**config.mk**
```make
export PLATFORM = sky130hd
export DESIGN_NAME = i2c_reg_slave
export DESIGN_NICKNAME = d
export VERILOG_FILES = /design/src/rtl/i2c_slv_pkg.sv /design/src/rtl/i2c_pin_sync.sv /design/src/rtl/i2c_reg_bank.sv /design/src/rtl/i2c_link_fsm.sv /design/src/rtl/i2c_reg_slave.sv
export SDC_FILE = /design/constraint.sdc
export NUM_CORES = 1
export LEC_CHECK = 0
export BUFFER_PORTS_ARGS = -buffer_cell sky130_fd_sc_hd__buf_2
export CAP_MARGIN = 30
export CELL_PAD_IN_SITES_DETAIL_PLACEMENT = 0
export CELL_PAD_IN_SITES_GLOBAL_PLACEMENT = 2
export CORE_MARGIN = 10
export CORE_UTILIZATION = 45
export CTS_CLUSTER_SIZE = 40
export DETAILED_ROUTE_END_ITERATION = 6
export MAX_ROUTING_LAYER = met4
export PLACE_DENSITY_LB_ADDON = 0.1
export SETUP_SLACK_MARGIN = 0.02
export SYNTH_ARGS = -nofsm -noshare
export SYNTH_HDL_FRONTEND = slang
export SYNTH_SLANG_ARGS = --single-unit
```
**constraint.sdc**
```tcl
create_clock -name clk_i -period 5.6 [get_ports clk_i]
set_input_delay 0 -clock clk_i [delete_from_list [all_inputs] [get_ports clk_i]]
set_output_delay 0 -clock clk_i [all_outputs]
set_load 0.005 [all_outputs]
```
**src/rtl/i2c_slv_pkg.sv**
```systemverilog
`timescale 1ns/1ps
package i2c_slv_pkg;
  typedef enum logic [2:0] {
    ST_IDLE, ST_DEV, ST_SUB_HI, ST_SUB_LO, ST_WDATA, ST_NINTH, ST_RDATA, ST_MACK
  } link_st_e;
endpackage

```
**src/rtl/i2c_pin_sync.sv**
```systemverilog
`timescale 1ns/1ps
module i2c_pin_sync #(
  parameter int unsigned STAGES = 2
) (
  input  logic clk_i,
  input  logic rst_ni,
  input  logic scl_i,
  input  logic sda_i,
  output logic scl_o,
  output logic sda_o,
  output logic scl_rise_o,
  output logic scl_fall_o,
  output logic start_o,
  output logic stop_o
);
  logic [STAGES-1:0] scl_ff, sda_ff;
  logic scl_q, sda_q;

  always_ff @(posedge clk_i or negedge rst_ni) begin
    if (!rst_ni) begin
      scl_ff <= '1;
      sda_ff <= '1;
      scl_q  <= 1'b1;
      sda_q  <= 1'b1;
    end else begin
      scl_ff <= {scl_ff[STAGES-2:0], scl_i};
      sda_ff <= {sda_ff[STAGES-2:0], sda_i};
      scl_q  <= scl_ff[STAGES-1];
      sda_q  <= sda_ff[STAGES-1];
    end
  end

  assign scl_o      = scl_ff[STAGES-1];
  assign sda_o      = sda_ff[STAGES-1];
  assign scl_rise_o = scl_o & ~scl_q;
  assign scl_fall_o = ~scl_o & scl_q;
  // bus conditions: SDA moves while SCL stays high
  assign start_o    = scl_o & scl_q & sda_q & ~sda_o;
  assign stop_o     = scl_o & scl_q & ~sda_q & sda_o;
endmodule

```
**src/rtl/i2c_reg_bank.sv**
```systemverilog
`timescale 1ns/1ps
module i2c_reg_bank #(
  parameter int unsigned NUM_REGS = 8,
  parameter int unsigned DW       = 8,
  parameter int unsigned IW       = 3
) (
  input  logic          clk_i,
  input  logic          rst_ni,
  input  logic          we_i,
  input  logic [IW-1:0] widx_i,
  input  logic [DW-1:0] wdata_i,
  input  logic [IW-1:0] ridx_i,
  output logic [DW-1:0] rdata_o
);
  logic [NUM_REGS*DW-1:0] flat;

  for (genvar g = 0; g < NUM_REGS; g++) begin : g_reg
    logic [DW-1:0] q;
    always_ff @(posedge clk_i or negedge rst_ni) begin
      if (!rst_ni) q <= '0;
      else if (we_i && widx_i == IW'(g)) q <= wdata_i;
    end
    assign flat[g*DW +: DW] = q;
  end

  always_comb begin
    rdata_o = '0;
    for (int i = 0; i < NUM_REGS; i++)
      if (ridx_i == IW'(i)) rdata_o = flat[i*DW +: DW];
  end
endmodule

```
**src/rtl/i2c_link_fsm.sv**
```systemverilog
`timescale 1ns/1ps
module i2c_link_fsm
  import i2c_slv_pkg::*;
#(
  parameter logic [4:0]  DEV_HI    = 5'b01110,
  parameter logic [15:0] BASE_ADDR = 16'h4000,
  parameter int unsigned NUM_REGS  = 8,
  parameter int unsigned IW        = 3
) (
  input  logic          clk_i,
  input  logic          rst_ni,
  input  logic          sda_s_i,
  input  logic          scl_rise_i,
  input  logic          scl_fall_i,
  input  logic          start_i,
  input  logic          stop_i,
  input  logic [1:0]    pins_i,
  input  logic [7:0]    rdata_i,
  output logic          sda_oe_o,
  output logic          wr_en_o,
  output logic [IW-1:0] wr_idx_o,
  output logic [15:0]   wr_addr_o,
  output logic [7:0]    wr_data_o,
  output logic [IW-1:0] rd_idx_o,
  output link_st_e      state_o
);
  localparam logic [16:0] WIN_LO = {1'b0, BASE_ADDR};
  localparam logic [16:0] WIN_HI = WIN_LO + 17'(NUM_REGS);
  localparam logic [15:0] LAST   = 16'(WIN_HI - 17'd1);

  function automatic logic in_win(input logic [15:0] a);
    return ({1'b0, a} >= WIN_LO) && ({1'b0, a} < WIN_HI);
  endfunction

  link_st_e    st, nxt;
  logic [7:0]  shreg, sub_hi;
  logic [3:0]  bit_cnt;
  logic [15:0] ptr, rd_addr;

  // reads clamp to the top register
  assign rd_addr  = in_win(ptr) ? ptr : LAST;
  assign rd_idx_o = IW'(rd_addr - BASE_ADDR);
  assign state_o  = st;

  always_ff @(posedge clk_i or negedge rst_ni) begin
    if (!rst_ni) begin
      st        <= ST_IDLE;
      nxt       <= ST_IDLE;
      shreg     <= '0;
      sub_hi    <= '0;
      bit_cnt   <= '0;
      ptr       <= BASE_ADDR;
      sda_oe_o  <= 1'b0;
      wr_en_o   <= 1'b0;
      wr_idx_o  <= '0;
      wr_addr_o <= '0;
      wr_data_o <= '0;
    end else begin
      wr_en_o <= 1'b0;
      if (stop_i) begin
        st       <= ST_IDLE;
        sda_oe_o <= 1'b0;
        bit_cnt  <= '0;
      end else if (start_i) begin
        st       <= ST_DEV;
        sda_oe_o <= 1'b0;
        bit_cnt  <= '0;
      end else begin
        unique case (st)
          ST_IDLE: ;
          ST_DEV, ST_SUB_HI, ST_SUB_LO, ST_WDATA: begin
            if (scl_rise_i && bit_cnt != 4'd8) begin
              shreg   <= {shreg[6:0], sda_s_i};
              bit_cnt <= bit_cnt + 4'd1;
            end else if (scl_fall_i && bit_cnt == 4'd8) begin
              bit_cnt <= '0;
              st      <= ST_IDLE;
              unique case (st)
                ST_DEV: if (shreg[7:1] == {DEV_HI, pins_i}) begin
                  sda_oe_o <= 1'b1;
                  st       <= ST_NINTH;
                  nxt      <= shreg[0] ? ST_RDATA : ST_SUB_HI;
                end
                ST_SUB_HI: begin
                  sub_hi   <= shreg;
                  sda_oe_o <= 1'b1;
                  st       <= ST_NINTH;
                  nxt      <= ST_SUB_LO;
                end
                ST_SUB_LO: if (in_win({sub_hi, shreg})) begin
                  ptr      <= {sub_hi, shreg};
                  sda_oe_o <= 1'b1;
                  st       <= ST_NINTH;
                  nxt      <= ST_WDATA;
                end
                default: if (in_win(ptr)) begin
                  wr_en_o   <= 1'b1;
                  wr_idx_o  <= IW'(ptr - BASE_ADDR);
                  wr_addr_o <= ptr;
                  wr_data_o <= shreg;
                  ptr       <= ptr + 16'd1;
                  sda_oe_o  <= 1'b1;
                  st        <= ST_NINTH;
                  nxt       <= ST_WDATA;
                end
              endcase
            end
          end
          ST_NINTH: if (scl_fall_i) begin
            st       <= nxt;
            bit_cnt  <= '0;
            sda_oe_o <= 1'b0;
            if (nxt == ST_RDATA) begin
              shreg    <= rdata_i;
              sda_oe_o <= ~rdata_i[7];
            end
          end
          ST_RDATA: begin
            if (scl_rise_i) bit_cnt <= bit_cnt + 4'd1;
            if (scl_fall_i) begin
              if (bit_cnt == 4'd8) begin
                sda_oe_o <= 1'b0;
                st       <= ST_MACK;
                bit_cnt  <= '0;
              end else if (bit_cnt != 4'd0) begin
                shreg    <= {shreg[6:0], 1'b0};
                sda_oe_o <= ~shreg[6];
              end
            end
          end
          ST_MACK: if (scl_rise_i) begin
            if (!sda_s_i) begin
              if (ptr != LAST) ptr <= ptr + 16'd1;
              nxt <= ST_RDATA;
              st  <= ST_NINTH;
            end else begin
              st <= ST_IDLE;
            end
          end
          default: st <= ST_IDLE;
        endcase
      end
    end
  end
endmodule

```
**src/rtl/i2c_reg_slave.sv**
```systemverilog
`timescale 1ns/1ps
module i2c_reg_slave
  import i2c_slv_pkg::*;
#(
  parameter logic [4:0]  DEV_ADDR_HI = 5'b01110,
  parameter logic [15:0] BASE_ADDR   = 16'h4000,
  parameter int unsigned NUM_REGS    = 8,
  parameter int unsigned SYNC_STAGES = 2
) (
  input  logic        clk_i,
  input  logic        rst_ni,
  input  logic        scl_i,
  input  logic        sda_i,
  input  logic [1:0]  addr_pins_i,
  output logic        sda_oe_o,
  output logic        wr_en_o,
  output logic [15:0] wr_addr_o,
  output logic [7:0]  wr_data_o
);
  localparam int unsigned IDX_W = (NUM_REGS > 1) ? $clog2(NUM_REGS) : 1;

  logic scl_s, sda_s, scl_rise, scl_fall, start_det, stop_det;
  logic [IDX_W-1:0] wr_idx, rd_idx;
  logic [7:0] rdata;
  link_st_e link_state;

  i2c_pin_sync #(.STAGES(SYNC_STAGES)) u_sync (
    .clk_i, .rst_ni, .scl_i, .sda_i,
    .scl_o(scl_s), .sda_o(sda_s),
    .scl_rise_o(scl_rise), .scl_fall_o(scl_fall),
    .start_o(start_det), .stop_o(stop_det)
  );

  i2c_link_fsm #(
    .DEV_HI(DEV_ADDR_HI), .BASE_ADDR(BASE_ADDR), .NUM_REGS(NUM_REGS), .IW(IDX_W)
  ) u_fsm (
    .clk_i, .rst_ni,
    .sda_s_i(sda_s), .scl_rise_i(scl_rise), .scl_fall_i(scl_fall),
    .start_i(start_det), .stop_i(stop_det),
    .pins_i(addr_pins_i), .rdata_i(rdata),
    .sda_oe_o, .wr_en_o, .wr_idx_o(wr_idx),
    .wr_addr_o, .wr_data_o, .rd_idx_o(rd_idx),
    .state_o(link_state)
  );

  i2c_reg_bank #(.NUM_REGS(NUM_REGS), .DW(8), .IW(IDX_W)) u_bank (
    .clk_i, .rst_ni,
    .we_i(wr_en_o), .widx_i(wr_idx), .wdata_i(wr_data_o),
    .ridx_i(rd_idx), .rdata_o(rdata)
  );
endmodule

```
; Word level (Yosys, flattened, before mapping)
; Cells that the tools add are included.
[op_classes]
add_sub_neg = 4
n_lt_le_gt_ge = 4
eq_ne = 53
muxes = 79
n_bitwise = 17
n_reduce_logical = 30
[op_table]
columns = operator, n
row1 = $mux W16, 7
row2 = $mux W8, 14
row3 = $pmux W16 S2, 2
row4 = $mux W3, 21
row5 = $eq A3 B3 Y1 const B, 13
row6 = $ge A16 B15 Y1 const B, 2
row7 = $lt A16 B15 Y1 const B, 2
row8 = $mux W4, 8
row9 = $pmux W8 S3, 1
row10 = $ne A4 B3 Y1 const B, 5
row11 = $mux W1, 19
row12 = $eq A3 B2 Y1 const B, 6
row13 = $pmux W3 S3, 2
row14 = $reduce_and A9 Y1, 2
row15 = $add A16 B1 Y16 const B, 1
row16 = $ne A16 B15 Y1 const B, 1
row17 = $ne A2 B1 Y1 const B, 8
row18 = $reduce_and A7 Y1, 2
row19 = $logic_and A1 B1 Y1, 12
row20 = $pmux W3 S4, 1
row21 = $pmux W4 S3, 1
row22 = $reduce_and A11 Y1, 1
row23 = $ne A5 B3 Y1 const B, 2
row24 = $ne A5 B4 Y1 const B, 2
row25 = other kinds (27), 52
[totals]
ff_bits = 141
in_bits = 6
wordCells = 210

; Depth between registers and ports, before layout
; Gate-level depths: netlist of the first run.
[logic_depth]
depth_word = 19
ltp_mapped = 10
mapped_depth_nobuf = 8

; Modules after synthesis
; A second synthesis of the first run with hierarchy kept.
[unflattened]
cells_unflattened = 579
area_unflattened_um2 = 7039.3
[by_module_without_submodules]
columns = module, instances, cells_per_inst, area_each_um2, seq_area_each_um2
row1 = i2c_link_fsm, 1, 390, 3816.2, 1702.9
row2 = i2c_reg_bank, 1, 179, 3032.9, 1601.5
row3 = i2c_pin_sync, 1, 10, 190.2, 157.7

; Least setup slack after synthesis of the first run
; No wires, ideal clock.
[synth_timing]
path_type = register -> register
from = register u_fsm.ptr[14]
to = register u_fsm.wr_data_o[1]
setup_time_ps = 128
arrival_time_ps = 2673
t_required_ps = 5472
path_slack_ps = 2799
stages_incl_launch_ff = 8
cell_sequence = dfstp_2 > or4b_1 > or4_1 > buf_2 > buf_6 > nor3_4 > buf_2 > mux2_1
[synth_via]
elab_chain_len = 3
word_cells_on_any_way = 4
[synth_rtl]
columns = element, line_no
row1 = from (decl), i2c_link_fsm.sv:38  ; logic [15:0] ptr, rd_addr;
row2 = from (signal assigned), i2c_link_fsm.sv:91  ; ptr <= {sub_hi, shreg};
row3 = from (signal assigned), i2c_link_fsm.sv:101  ; ptr <= ptr + 16'd1;
row4 = from (signal assigned), i2c_link_fsm.sv:133  ; if (ptr != LAST) ptr <= ptr + 16'd1;
row5 = $ge A16 B15 Y1 or $lt A16 B15 Y1 (tied branches), i2c_link_fsm.sv:32  ; return ({1'b0, a} >= WIN_LO) && ({1'b0, a} < WIN_HI);
row6 = $logic_and A1 B1 Y1 (*), i2c_link_fsm.sv:32
row7 = $reduce_and A7 Y1 (no source line) (*), -
row8 = to (signal assigned), i2c_link_fsm.sv:100  ; wr_data_o <= shreg;
row9 = to (decl), i2c_link_fsm.sv:23  ; output logic [7:0] wr_data_o,
; Every way passes the cells marked *; elsewhere a longest branch is shown, timed or not.
; A chain may end at the register's enable or synchronous reset.

; Worst setup path after layout of the first run
[layout_timing]
from = register u_fsm.ptr[14]
to = register u_fsm.ptr[9]
[layout_via]
elab_chain_len = 4
word_cells_on_any_way = 7
[layout_rtl]
columns = element, line_no
row1 = $ge A16 B15 Y1 or $lt A16 B15 Y1 (tied branches), i2c_link_fsm.sv:32
row2 = $logic_and A1 B1 Y1, i2c_link_fsm.sv:32
row3 = $ne A3 B1 Y1 (no source line), -
row4 = $reduce_and A11 Y1 (no source line) (*), -
; Marked as above.

==> flow_summary.ini, run 1 <==
[critical_path]
slowest_stage = or4_1
critPathTopFamily = simple AND/OR/NAND/NOR gates
critPathMaxStageDelay_ps = 930
rr_startpoint = u_fsm.ptr[14]
worst-setup-path-type = flip-flop to flip-flop
worstPathCellList = or4b_1 > or4_1 > o211ai_1 > o2111a_1 > nand2_1 > o41ai_1
start_kind = flip-flop
cp_max_fo = 17
end_kind = flip-flop
path_buf_inv = 0
crit_arrival_ps = 3750
setup.worst_path.start = u_fsm.ptr[14]
required_ps = 5900

[routing]
dr.pass1.iters = 5
totalWireLength_mm = 17.33
drt_iter0_drc = 444
vias_per_cell = 5.891
ant_nets = 0
wl_per_cell_um = 19.45
dr_total_vias = 5249
post-route-drc-count = 0

[global_route]
grt_pass1_wl_mm = 28.86
grt-ovfl-total = 0
grt_pass1_vias = 5253
antenna_found_initial = 0
grt_max_degree = 71
track_usage = 0.1810

[yosys]
mappedNetlistNets = 651
syn_avg_cell_area_um2 = 10.93
netlist_top_cells_area = dfrtp_1 47%, mux2_2 14%, dfstp_2 2.6%
synthFlopType = dfrtp_1
ys_warn_count = 0
synthesis.area_mm2 = 0.007017
synth_common_cells = 131 x dfrtp_1, 85 x mux2_2, 45 x nand2_1, 34 x a21oi_1, 33 x nor2_1
synth_most_common_cell = dfrtp_1
synth_top_area_frac = 0.4672
yosys.area.top_type = dfrtp_1
async_flop_share = 1.000
ys_seq_area_frac = 0.4934
synth_edf_count = 0
synth_cells = 642
synth.distinct_cells = 70
ys_ff_latch = 138

[clock_network]
cts_resized = 0
cts_root_buffer = clkbuf_16
htreeDepth = 4
postCtsSetupRepairBufs = 0
cts_sinks = 138
clk_pin_slew_ps = 60
clockBufferDepth = 2
clk_latency_ps = 420
postCtsHoldBufs = 3
tritoncts = built
numCtsBuffers = 17

[floorplanning]
die_h_um = 144.9
fp.coreArea_mm2 = 0.01526
fp.dieW_um = 144.9
rows = 45
initial_core_util = 0.4599
die_area_mm2 = 0.02099
pin_count = 32

[timing]
fmax_ghz = 0.2901
fin_skew_ps = 14.60
timing_worst_slew_pin_value_ps = 1005
relSlewSlack = 0.3277
finalMaxSlewViolations = 0
setup_viol = 0
whs_ps = 110.3
hold_violations = 0
rsz0062_at_grt = no
period_minus_slack_ps = 3447
fin_tns_setup_ps = 0
period_share = 0.6155

[min_path]
hold_path_class = input port to async pin

[finish]
area_growth_pct = 12.87
drive_gt1_frac = 0.2926
nets = 676
n_antenna_cell = 0

[power_and_ir_drop]
peakVddDrop_mv = 0.2661
leakage_nw = 3.637
powerDensity_mw_per_mm2 = 293.2

[place]
port_buffers = 31
gp_congestion = 0.8735
place_hpwl_mm = 11.74

[run_status]
status = complete, no violations

[flow_run]
cap_violations = 0
cell families after synthesis:
family,Yosys count,share of synthesized area
buffers and inverters,47,0.03709
DFF,138,0.4934
adders and majority gates,3,0.005350
AOI/OAI and AO/OA,144,0.1321
and+or+nand+nor,207,0.1694
xor gates and xnor gates,4,0.004994
muxes,99,0.1576
path summary, 6_finish.rpt:
kind                                   endpoint  slack, ps  cells after the start
max in group asynchronous  u_bank.g_reg[2].q[7]       4470                      4
hold reg to reg                u_sync.sda_ff[1]        360                      0
hold / removal                  u_fsm.sub_hi[3]        110                      2
setup reg to reg                   u_fsm.ptr[9]       2150                      6
min in group clk_i             u_sync.scl_ff[0]        220                      2
setup / recovery                   u_fsm.ptr[9]       2150                      6
power by group:
group,total (mW),switching (mW),internal (mW)
registers,1.11,0.0831,1.03
logic,0.130,0.0661,0.0636
clock network,1.08,0.459,0.621
stage by stage:
| step | util | setup slack, ps | cell area (um2) | total power [mW] | instances |
|---|---|---|---|---|---|
| 2_1_floorplan | - | 2799 | 7017 | 1.174 | 642 |
| 3_3_place_gp | 0.4783 | 2323 | 7298 | 1.260 | 855 |
| 3_5_place_dp | 0.4801 | 2185 | 7326 | 1.263 | 856 |
| 5_1_grt | 0.5191 | 2008 | 7920 | 2.424 | 891 |
| 6_report | 0.5191 | 2153 | 7920 | 2.322 | 891 |
| 4_1_cts | 0.5191 | 2154 | 7920 | 2.350 | 891 |
routing by layer:
metal / vias up / global-route usage / wire length (um)
met5: - / - / 0
met1: 2658 / 0.2317 / 7828
met3: 25 / 0.03846 / 692
li1: 2431 / - / -
met2: 135 / 0.2826 / 8483
met4: 0 / 0.05745 / 323
cell type report:
type	instances	area, um2
clock buffer	18	429.2
clock inverter	14	135.1
fill	1371	7338
inverter	8	30.03
multi-input combinational	457	3306
sequential	138	3462
tap	211	264.0
timing repair buffer	45	294.0
worst reg2reg max path, delay by kind of cell, from the launching register on:
kind             cells  cell delay (ps)
AND/OR/NAND/NOR      3             1680
AO/OA/AOI/OAI        3             1110
flip-flops           1              550
registers in the layout (all words and copies together) (netlist names):
| register | flops |
|---|---|
| u_sync.scl_q | 1 |
| u_fsm.sda_oe_o | 1 |
| u_bank.g.q | 64 |
| u_fsm.wr_addr_o | 16 |
| u_fsm.wr_en_o | 1 |
| u_sync.sda_ff | 2 |
| u_fsm.sub_hi | 8 |
| u_sync.scl_ff | 2 |
| u_fsm.state_o | 3 |
| u_fsm.bit_cnt | 4 |
| u_sync.sda_q | 1 |
| u_fsm.ptr | 16 |
| u_fsm.nxt | 3 |
| u_fsm.wr_data_o | 8 |
| u_fsm.shreg | 8 |
cells in the final DEF, fill, tap and decap left out, types with 7 or more instances in the layout:
master / synthesis / layout
nand2b_1: 11 / 11
nand2_1: 45 / 45
or4_1: 9 / 9
nand4_1: 9 / 9
or2b_2: 13 / 13
nor3b_1: 8 / 7
o21ai_0: 32 / 32
clkbuf_16: 0 / 17
or3_2: 7 / 7
a21oi_1: 34 / 34
nor2b_1: 18 / 18
nand3_1: 10 / 10
inv_1: 8 / 8
buf_2: 5 / 30
mux2_1: 7 / 7
o22ai_1: 16 / 16
dfstp_2: 7 / 7
mux2_2: 85 / 85
nor2_1: 33 / 33
nor3_1: 12 / 12
buf_4: 5 / 10
a31oi_1: 9 / 9
mux2i_1: 7 / 7
dfrtp_1: 131 / 131
No activity file was read; power rests on OpenSTA's default activity.
==> inputs of run 2 (changes only) <==
--- a/config.mk
+++ b/config.mk
@@ -10,7 +10,7 @@
 export CELL_PAD_IN_SITES_DETAIL_PLACEMENT = 0
 export CELL_PAD_IN_SITES_GLOBAL_PLACEMENT = 2
 export CORE_MARGIN = 10
-export CORE_UTILIZATION = 45
+export CORE_UTILIZATION = 37
 export CTS_CLUSTER_SIZE = 40
 export DETAILED_ROUTE_END_ITERATION = 6
 export MAX_ROUTING_LAYER = met4
==> constraint.sdc (replaced) <==
create_clock -name clk_i -period 2.8 [get_ports clk_i]
set_input_delay 0 -clock clk_i [delete_from_list [all_inputs] [get_ports clk_i]]
set_output_delay 0 -clock clk_i [all_outputs]
set_load 0.005 [all_outputs]
==> run 2 against run 1 <==
Worst hold slack better by 90 ps. Sequential power rose by 100%. Final cell count grew 7.5%. Critical path depth rose by 1. Sequential share of layout area decreased by 2.8 points. Register-to-register slack worse by 2100 ps. Sequential cell count did not move. Die area up 19%. Largest cell class unchanged.
==> flow_summary.ini, run 2 (same netlist as run 1, synthesis figures left out) <==
[run_status]
status = complete, no violations

[floorplanning]
fp.dieW_um = 157.7
initial_core_util = 0.3751
rows = 50
die_h_um = 157.7
die_area_mm2 = 0.02487
pin_count = 32
fp.coreArea_mm2 = 0.01871

[timing]
fin_skew_ps = 10.99
period_minus_slack_ps = 2758
timing_worst_slew_pin_value_ps = 874.6
setup_viol = 0
fmax_ghz = 0.3626
finalMaxSlewViolations = 0
whs_ps = 199.8
fin_ws_ps = 42.41
relSlewSlack = 0.4169
rsz0062_at_grt = yes
fin_tns_setup_ps = 0
period_share = 0.9849
hold_violations = 0

[finish]
max_flop_register = u_bank.g.q
n_antenna_cell = 0
most-common-layout-cells = 131 x dfrtp_1, 81 x mux2_2, 48 x buf_4, 44 x nand2_1, 32 x nor2_1
drive_gt1_frac = 0.3619
largest_reg_flops = 64
final_common_cell = dfrtp_1
n_fill_cell = 1770
nets = 721
area_growth_pct = 20.70
regArea_mm2 = 0.003462
top_regs = u_bank.g.q (64), u_fsm.ptr (16), u_fsm.wr_addr_o (16)
multi_input_area_mm2 = 0.003420

[clock_network]
tritoncts = built
numCtsBuffers = 17
clk_latency_ps = 420
clockBufferDepth = 2
cts_root_buffer = clkbuf_16
clk_pin_slew_ps = 60
htreeDepth = 4
cts_sinks = 138

[place]
pre_cts_slack_ps = -74.08
port_buffers = 31
gp_congestion = 0.8209
place_hpwl_mm = 13.51

[global_route]
grt_pass1_wl_mm = 31.72
antenna_found_initial = 0
grt_pass1_vias = 5489
grt_max_degree = 89
track_usage = 0.1686
grt-ovfl-total = 0

[flow_run]
cap_violations = 0

[critical_path]
end_kind = flip-flop
r2r_slack_ps = 40
worst-setup-path-type = flip-flop to flip-flop
required_ps = 3160
crit_arrival_ps = 3120
cp_max_fo = 7
start_kind = flip-flop

[routing]
drt_iter0_drc = 257
post-route-drc-count = 0
dr.pass1.iters = 4
vias_per_cell = 5.603
totalWireLength_mm = 19.59
ant_nets = 0
wl_per_cell_um = 20.45
dr_total_vias = 5368

[min_path]
hold_path_class = input port to async pin

[power_and_ir_drop]
peakVddDrop_mv = 0.4051
leakage_nw = 3.944
powerDensity_mw_per_mm2 = 570.4
==> run 2: cell count changes in the layout (fill, tap and decap cells not counted), moves of 3 or more <==
| cell | change |
|---|---|
| or4_1 | -4 |
| buf_4 | +38 |
| or4_4 | +4 |
| o21ai_1 | +3 |
| buf_6 | +5 |
| a21oi_2 | +3 |
| mux2_2 | -4 |
| a21oi_1 | -3 |
| o21ai_0 | -6 |
| mux2_4 | +5 |
==> run 2: worst paths after layout <==
check,depth (start not counted),startpoint,endpoint
setup / recovery,7,u_fsm.ptr[14],u_fsm.shreg[4]
hold / removal,2,rst_ni,u_fsm.ptr[9]
setup reg to reg,7,u_fsm.ptr[14],u_fsm.shreg[4]
hold reg to reg,0,u_sync.scl_ff[0],u_sync.scl_ff[1]
max in group asynchronous,3,rst_ni,u_fsm.ptr[14]
min in group clk_i,2,scl_i,u_sync.scl_ff[0]
==> run 2: cell type report <==
class,count,share of cell area
flip-flops and latches,138,0.4088
multi-input cells,457,0.4038
clock buffers,19,0.05348
inverters,8,0.003546
repair buffers,90,0.07948
well taps,234,0.03457
clock inverters,12,0.01640
==> run 2: worst max-delay path, cell delays in order (launching register included) <==
cell,delay [ps]
dfstp_2,530
or4b_4,460
or4_4,540
buf_6,150
or4_4,510
a32o_1,230
a21oi_1,120
mux2_4,150
==> run 2: where the power goes <==
part | total, mW | switching, mW | internal, mW
clock network | 2.26 | 0.895 | 1.37
registers | 2.22 | 0.159 | 2.06
logic | 0.351 | 0.183 | 0.168
==> run 2: per-stage QoR <==
step                      instances  utilization  power [mW]  cell area, um2
final                           958       0.4528       4.831            8469
after floorplan                 642            -       2.348            7019
after CTS                       953       0.4433       4.871            8293
after global placement          917       0.4081       2.565            7634
after detailed placement        917       0.4081       2.574            7634
after global routing            958       0.4528       5.027            8469
==> run 2: what timing repair did <==
| action | in CTS | in global routing |
|---|---|---|
| buffers inserted | 2 | 5 |
| resized for setup | 6 | 33 |
| endpoints found under the setup margin | 6 | 37 |
| hold buffers | 3 | 0 |
| cloned | 0 | 1 |
| pin swaps | 11 | 14 |
| hold endpoints to repair | 86 | 0 |
==> run 2: per-layer routing <==
| layer | vias up | GRT usage | routed length (um) |
|---|---|---|---|
| met4 | 0 | 0.04274 | 278 |
| met5 | - | - | 0 |
| met3 | 25 | 0.03419 | 715 |
| met2 | 94 | 0.2670 | 9660 |
| met1 | 2729 | 0.2169 | 8935 |
| li1 | 2520 | - | - |
